$ cat src/rtl/cdes_pkg.sv
package cdes_pkg;

    localparam int unsigned BYTE_W    = 8;
    localparam int unsigned MAX_LANES = 4;
    localparam int unsigned PH_W      = 3;

    typedef enum logic [1:0] {
        LM_X1  = 2'b00,
        LM_X2  = 2'b01,
        LM_X4  = 2'b10,
        LM_RSV = 2'b11
    } lane_mode_e;

    typedef enum logic [1:0] {
        HS_SEEK   = 2'b00,
        HS_ARMED  = 2'b01,
        HS_LOCKED = 2'b10
    } hdr_state_e;

    typedef struct packed {
        logic              vld;
        logic [BYTE_W-1:0] data;
    } byte_beat_t;

    // Sampling edges needed to complete one byte in a given mode.
    function automatic logic [3:0] beats_of(lane_mode_e m);
        case (m)
            LM_X2:   return 4'd4;
            LM_X4:   return 4'd2;
            default: return 4'd8;
        endcase
    endfunction

    // Append the bits of one edge below the bits already held; line 0 is the
    // more significant of the newly added bits.
    function automatic logic [BYTE_W-1:0] shift_in(logic [BYTE_W-2:0] acc,
                                                   logic [MAX_LANES-1:0] l,
                                                   lane_mode_e m);
        case (m)
            LM_X2:   return {acc[5:0], l[0], l[1]};
            LM_X4:   return {acc[3:0], l[0], l[1], l[2], l[3]};
            default: return {acc[6:0], l[0]};
        endcase
    endfunction

endpackage

$ cat src/rtl/cdes_lane_shift.sv
module cdes_lane_shift
    import cdes_pkg::*;
(
    input  logic                 clk,
    input  logic                 rst,
    input  logic                 frame_i,
    input  lane_mode_e           mode_i,
    input  logic [MAX_LANES-1:0] lane_i,
    output byte_beat_t           beat_o
);

    logic [BYTE_W-2:0] acc_q;
    logic [PH_W-1:0]   ph_q;
    logic [BYTE_W-1:0] shifted;
    logic              last_beat;

    always_comb begin
        shifted   = shift_in(acc_q, lane_i, mode_i);
        last_beat = ({1'b0, ph_q} == (beats_of(mode_i) - 4'd1));
        beat_o.vld  = frame_i && last_beat;
        beat_o.data = shifted;
    end

    always_ff @(posedge clk) begin
        if (rst || !frame_i) begin
            acc_q <= '0;
            ph_q  <= '0;
        end else begin
            acc_q <= shifted[BYTE_W-2:0];
            ph_q  <= last_beat ? '0 : ph_q + 1'b1;
        end
    end

    AST_MODE_STABLE: assert property (@(posedge clk) disable iff (rst)
        (frame_i && $past(frame_i)) |-> $stable(mode_i));

    AST_PHASE_BOUND: assert property (@(posedge clk) disable iff (rst)
        frame_i |-> ({1'b0, ph_q} < beats_of(mode_i)));

endmodule

$ cat src/rtl/cdes_byte_count.sv
module cdes_byte_count #(
    parameter int unsigned CNT_W = 16
) (
    input  logic             clk,
    input  logic             rst,
    input  logic             frame_i,
    input  logic             beat_vld_i,
    output logic [CNT_W-1:0] cnt_o
);

    localparam logic [CNT_W-1:0] CNT_MAX = '1;

    always_ff @(posedge clk) begin
        if (rst || !frame_i) begin
            cnt_o <= '0;
        end else if (beat_vld_i && (cnt_o != CNT_MAX)) begin
            cnt_o <= cnt_o + 1'b1;
        end
    end

    AST_CNT_STEP: assert property (@(posedge clk) disable iff (rst)
        (frame_i && beat_vld_i && cnt_o != CNT_MAX) |=> (cnt_o == $past(cnt_o) + 1'b1));

    AST_CNT_HOLD: assert property (@(posedge clk) disable iff (rst)
        (frame_i && !beat_vld_i) |=> $stable(cnt_o));

endmodule

$ cat src/rtl/cdes_hdr_match.sv
module cdes_hdr_match
    import cdes_pkg::*;
#(
    parameter int unsigned HDR_LEN = 4,
    parameter logic [HDR_LEN*BYTE_W-1:0] HDR_PAT = 32'hFF00_FF00
) (
    input  logic       clk,
    input  logic       rst,
    input  logic       frame_i,
    input  byte_beat_t beat_i,
    output logic       hdr_found_o,
    output logic       first_o
);

    localparam int unsigned WIN_W = HDR_LEN * BYTE_W;

    logic [WIN_W-1:0] window;
    logic             primed;
    logic             hit;
    hdr_state_e       state_q;

    generate
        if (HDR_LEN > 1) begin : g_hist
            localparam int unsigned HIST_W = WIN_W - BYTE_W;
            localparam int unsigned FILL_W = $clog2(HDR_LEN);
            localparam logic [FILL_W-1:0] FILL_FULL = FILL_W'(HDR_LEN - 1);

            logic [HIST_W-1:0] hist_q;
            logic [FILL_W-1:0] fill_q;

            assign window = {hist_q, beat_i.data};
            assign primed = (fill_q == FILL_FULL);

            always_ff @(posedge clk) begin
                if (rst || !frame_i) begin
                    hist_q <= '0;
                    fill_q <= '0;
                end else if (beat_i.vld) begin
                    hist_q <= window[HIST_W-1:0];
                    if (fill_q != FILL_FULL) fill_q <= fill_q + 1'b1;
                end
            end
        end else begin : g_single
            assign window = beat_i.data;
            assign primed = 1'b1;
        end
    endgenerate

    assign hit = beat_i.vld && (state_q == HS_SEEK) && primed && (window == HDR_PAT);

    always_ff @(posedge clk) begin
        if (rst || !frame_i) begin
            state_q     <= HS_SEEK;
            hdr_found_o <= 1'b0;
            first_o     <= 1'b0;
        end else begin
            hdr_found_o <= hit;
            first_o     <= beat_i.vld && (state_q == HS_ARMED);
            if (beat_i.vld) begin
                case (state_q)
                    HS_SEEK:  if (hit) state_q <= HS_ARMED;
                    HS_ARMED: state_q <= HS_LOCKED;
                    default:  state_q <= state_q;
                endcase
            end
        end
    end

    AST_LOCKED_QUIET: assert property (@(posedge clk) disable iff (rst)
        (state_q == HS_LOCKED && frame_i) |=> !hdr_found_o);

    AST_ARM_AFTER_HIT: assert property (@(posedge clk) disable iff (rst)
        hdr_found_o |-> (state_q == HS_ARMED));

endmodule

$ cat src/rtl/cam_lane_deser.sv
module cam_lane_deser
    import cdes_pkg::*;
#(
    parameter int unsigned HDR_LEN = 4,
    parameter logic [HDR_LEN*8-1:0] HDR_PAT = 32'hFF00_FF00,
    parameter int unsigned CNT_W   = 16
) (
    input  logic             clk,
    input  logic             rst,
    input  logic             frame_i,
    input  logic [1:0]       lane_mode_i,
    input  logic [3:0]       lane_i,
    output logic [7:0]       byte_o,
    output logic             byte_vld_o,
    output logic [CNT_W-1:0] byte_cnt_o,
    output logic             hdr_found_o,
    output logic             first_payload_o
);

    byte_beat_t beat;
    lane_mode_e mode;

    assign mode = lane_mode_e'(lane_mode_i);

    cdes_lane_shift u_shift (
        .clk     (clk),
        .rst     (rst),
        .frame_i (frame_i),
        .mode_i  (mode),
        .lane_i  (lane_i),
        .beat_o  (beat)
    );

    cdes_byte_count #(.CNT_W(CNT_W)) u_count (
        .clk        (clk),
        .rst        (rst),
        .frame_i    (frame_i),
        .beat_vld_i (beat.vld),
        .cnt_o      (byte_cnt_o)
    );

    cdes_hdr_match #(.HDR_LEN(HDR_LEN), .HDR_PAT(HDR_PAT)) u_match (
        .clk         (clk),
        .rst         (rst),
        .frame_i     (frame_i),
        .beat_i      (beat),
        .hdr_found_o (hdr_found_o),
        .first_o     (first_payload_o)
    );

    always_ff @(posedge clk) begin
        if (rst) begin
            byte_o     <= '0;
            byte_vld_o <= 1'b0;
        end else begin
            byte_vld_o <= beat.vld;
            if (beat.vld) byte_o <= beat.data;
        end
    end

    AST_VLD_PULSE: assert property (@(posedge clk) disable iff (rst)
        byte_vld_o |=> !byte_vld_o);

    AST_VLD_NEEDS_FRAME: assert property (@(posedge clk) disable iff (rst)
        byte_vld_o |-> $past(frame_i));

    AST_HDR_WITH_BYTE: assert property (@(posedge clk) disable iff (rst)
        hdr_found_o |-> byte_vld_o);

    AST_FIRST_WITH_BYTE: assert property (@(posedge clk) disable iff (rst)
        first_payload_o |-> (byte_vld_o && !hdr_found_o));

    AST_CNT_NONZERO: assert property (@(posedge clk) disable iff (rst)
        byte_vld_o |-> (byte_cnt_o != '0));

endmodule

$ cat config.mk
export PLATFORM = sky130hd
export DESIGN_NAME = cam_lane_deser
export DESIGN_NICKNAME = d
export VERILOG_FILES = /design/src/rtl/cdes_pkg.sv /design/src/rtl/cdes_lane_shift.sv /design/src/rtl/cdes_byte_count.sv /design/src/rtl/cdes_hdr_match.sv /design/src/rtl/cam_lane_deser.sv
export SDC_FILE = /design/constraint.sdc
export NUM_CORES = 1
export LEC_CHECK = 0
export BUFFER_PORTS_ARGS = -buffer_cell sky130_fd_sc_hd__buf_2
export CAP_MARGIN = 20
export CORE_AREA = 2 2 73 75
export CTS_CLUSTER_DIAMETER = 60
export DETAILED_ROUTE_END_ITERATION = 8
export DIE_AREA = 0 0 75 77
export PLACE_DENSITY = 0.76
export SETUP_SLACK_MARGIN = 0.2
export SKIP_LAST_GASP = 1
export SLEW_MARGIN = 0
export SYNTH_ARGS = -nofsm -noshare
export SYNTH_HDL_FRONTEND = slang
export SYNTH_SLANG_ARGS = --single-unit
$ cat constraint.sdc
create_clock -name clk -period 3.9 [get_ports clk]
set_clock_uncertainty 0.2 [all_clocks]
set_input_delay 0.195 -clock clk [delete_from_list [all_inputs] [get_ports clk]]
set_output_delay 0.195 -clock clk [all_outputs]
set_load 0.03 [all_outputs]
==> flow_metrics.py <==
metrics = {
    "routing": {
        "drt_iter0_markers": 111,
        "wire_per_inst_um": 12.7,
        "vias_per_cell": 5.38,
        "wl_um": 5160,
        "drcViolationCount": 0,
        "ant_nets": 0,
        "vias": 2184,
        "drtPass1Iterations": 4,
    },
    "critical_path": {
        "worst_path_max_delay_cell": "or3b_1",
        "r2r_cells": 5,
        "worstSetupStartpoint": "lane_mode_i[0]",
        "rr_endpoint": "u_count.cnt_o[15]",
        "cp.depth": 8,
        "startpoint_type": "primary input",
        "path_class": "primary input to register",
        "arrival_ns": 2.43,
        "r2r_slack_ns": 1.65,
        "required_ns": 3.96,
        "endpoint": "u_count.cnt_o[15]",
        "crit_path_end_kind": "register",
        "crit_fanout": 12,
        "critPathTopFamily": "simple AND/OR/NAND/NOR gates",
        "critical_path_buf_inv_count": 2,
        "reg2reg_from": "u_shift.ph_q[0]",
        "crit_chain": "buf_2 > inv_1 > ha_1 > xor2_1 > or3b_1 > a211o_1 > or4_1 > a21oi_1",
        "max_stage_delay_ns": 0.55,
    },
    "pwr": {
        "p_leak_uw": 0.00131,
        "p_per_area_mw_per_mm2": 405,
        "irDropWorstVdd_v": 0.000293,
    },
    "cts": {
        "ctsResizeCount": 0,
        "cts_inserted_buffers": 9,
        "clock_path_buffers": 2,
        "htreeDepth": 3,
        "clock_latency_ns": 0.33,
        "clock-sinks": 65,
        "cts_tree": "done",
        "root_buffer": "clkbuf_8",
        "clkTransAtPathRegs_ns": 0.07,
    },
    "synthesis": {
        "syn_inst": 299,
        "netlist_area_sq_mm": 0.00269,
        "ys_seq_area_share_pct": 48.3,
        "ys_types": 42,
        "syn-num-nets": 313,
        "ys_ff_latch": 65,
        "syn_area_per_cell_sq_um": 9.01,
        "synth_flop_cell": "dfxtp_1",
        "async_flop_share_pct": 0,
        "synth_enable_flop_cells": 0,
        "yosys_warnings": 0,
    },
    "finish": {
        "fin_nets": 345,
        "area_growth_pct": 14.5,
        "fin_area_sq_mm": 0.00308,
        "num_antenna_cells": 0,
        "drive_gt1_share_pct": 17.0,
        "fin_cells": 406,
    },
    "die": {
        "die_w_um": 75,
        "coreArea_sq_mm": 0.00498,
        "dieArea_sq_mm": 0.00578,
        "start_util_pct": 54.1,
        "die_y_um": 77,
        "std_cell_rows": 26,
        "io_pins": 36,
    },
    "grt": {
        "antenna_found_initial": 0,
        "grt_pass1_vias": 1965,
        "track_usage_pct": 19.0,
        "overflow": 0,
        "grt_pass1_wl_um": 8560,
        "grt_max_degree": 34,
    },
    "sta": {
        "rsz0062_at_grt": "false",
        "tightest_slew_ns": 0.966,
        "post-route-min-period_ns": 2.37,
        "timing.fmax_mhz": 423,
        "setup_viol": 0,
        "slew_violations": 0,
        "whs_ns": 0.0860,
        "setup_tns_ns": 0,
        "hold_violations": 0,
        "period_share_pct": 60.7,
        "slew_headroom_pct": 35.5,
    },
    "placement": {
        "placed_cell_area_sq_mm": 0.00289,
        "portBuffers": 35,
        "dp_hpwl_um": 3610,
        "gp_congestion": 0.852,
        "placedCellCount": 389,
    },
    "worst_hold_path": {
        "min_from": "lane_i[0]",
        "hp-class": "primary input to register",
    },
    "flow_run": {
        "drv_cap": 0,
    },
    "outcome": {
        "status": "completed",
    },
}
==> state kept, by name, summed over array words and instances, names as in the netlist <==
register / count
u_match.first_o: 1
u_shift.ph_q: 3
u_match.g_hist.fill_q: 2
byte_vld_o: 1
u_match.g_hist.hist_q: 24
u_count.cnt_o: 16
byte_o: 8
u_shift.acc_q: 7
u_match.hdr_found_o: 1
u_match.state_q: 2
==> cells in the mapped netlist (3+ instances only) <==
cell type / count / area [sq um]
a211oi_1: 3 / 22.5
a21oi_1: 24 / 120
a221o_1: 6 / 60.1
and3_1: 4 / 25.0
clkbuf_1: 15 / 56.3
dfxtp_1: 65 / 1300
ha_1: 5 / 62.6
inv_1: 7 / 26.3
mux2i_1: 17 / 170
nand2_1: 9 / 33.8
nand3_1: 9 / 45.0
nand4_1: 5 / 31.3
nor2_1: 64 / 240
nor2b_1: 3 / 18.8
nor3_1: 3 / 15.0
nor4_1: 3 / 18.8
o21ai_0: 11 / 55.1
or3_1: 5 / 31.3
xnor2_1: 10 / 87.6
==> stage by stage <==
step / utilization [%] / setup WS, ns / power [uW]
6_report: 61.9 / 1.53 / 1250
5_1_grt: 61.9 / 1.37 / 1300
4_1_cts: 61.9 / 1.56 / 1260
3_5_place_dp: 58.1 / 1.22 / 756
3_3_place_gp: 58.1 / 1.24 / 756
2_1_floorplan: - / 1.63 / 740
==> logic make-up after synthesis <==
| logic type | Yosys count | share of synthesized area [%] |
|---|---|---|
| XOR/XNOR | 12 | 3.90 |
| multiplexers | 17 | 6.32 |
| AND/OR/NAND/NOR | 122 | 22.5 |
| buffers and inverters | 24 | 3.90 |
| AO/OA/AOI/OAI | 54 | 12.7 |
| flip-flops | 65 | 48.3 |
| adder cells (fa/ha/maj) | 5 | 2.32 |
==> cell type report <==
type,count,area (sq um)
fill,457,1890
sequential,65,1300
multi-input combinational,210,1290
timing repair buffer,38,200
clock buffer,11,151
tap,70,87.6
clock inverter,5,30.0
inverter,7,26.3
==> cell usage in the layout, fill, tap and decap left out, drive strengths merged, types with 9 or more instances in the layout <==
cell,Yosys,layout
a21oi,24,24
buf,2,37
clkbuf,15,11
dfxtp,65,65
mux2i,17,17
nand2,9,9
nand3,9,9
nor2,64,64
o21ai,11,11
xnor2,10,10
==> layer usage <==
layer | global-route usage (%) | part of all wire, % | vias up
met1 | 24.5 | 48 | 1013
met5 | 0 | 0 | -
met3 | 4.60 | 4.1 | 8
li1 | - | - | 1115
met4 | 8.04 | 1.5 | 0
met2 | 29.7 | 47 | 48
==> worst min-delay path: cells and delay by family <==
| kind | cells | cell delay (ns) |
|---|---|---|
| compound gates | 1 | 0.16 |
| buf+inv | 1 | 0.10 |
| simple gates | 1 | 0.12 |
==> worst min path at each step <==
| stage | end | cells past startpoint |
|---|---|---|
| floorplan | u_shift.acc_q[0] | 2 |
| global placement | u_shift.ph_q[0] | 1 |
| detailed placement | u_match.first_o | 1 |
| CTS | u_shift.acc_q[0] | 3 |
| global route | u_shift.acc_q[0] | 3 |
| finish | u_shift.acc_q[0] | 3 |
==> power breakdown <==
| group | internal [uW] | total, uW | switching (uW) |
|---|---|---|---|
| Clock | 262 | 506 | 245 |
| Sequential | 669 | 673 | 4.10 |
| Combinational | 25.9 | 69.2 | 43.3 |
| Total | 957 | 1250 | 292 |
==> timing repair <==
| item | CTS | global route |
|---|---|---|
| buffers inserted | 0 | 0 |
| setup endpoints to repair | 0 | 0 |
| hold endpoints to repair | 8 | 0 |
| hold buffers | 1 | 0 |
(Power assumes the default switching activity.)
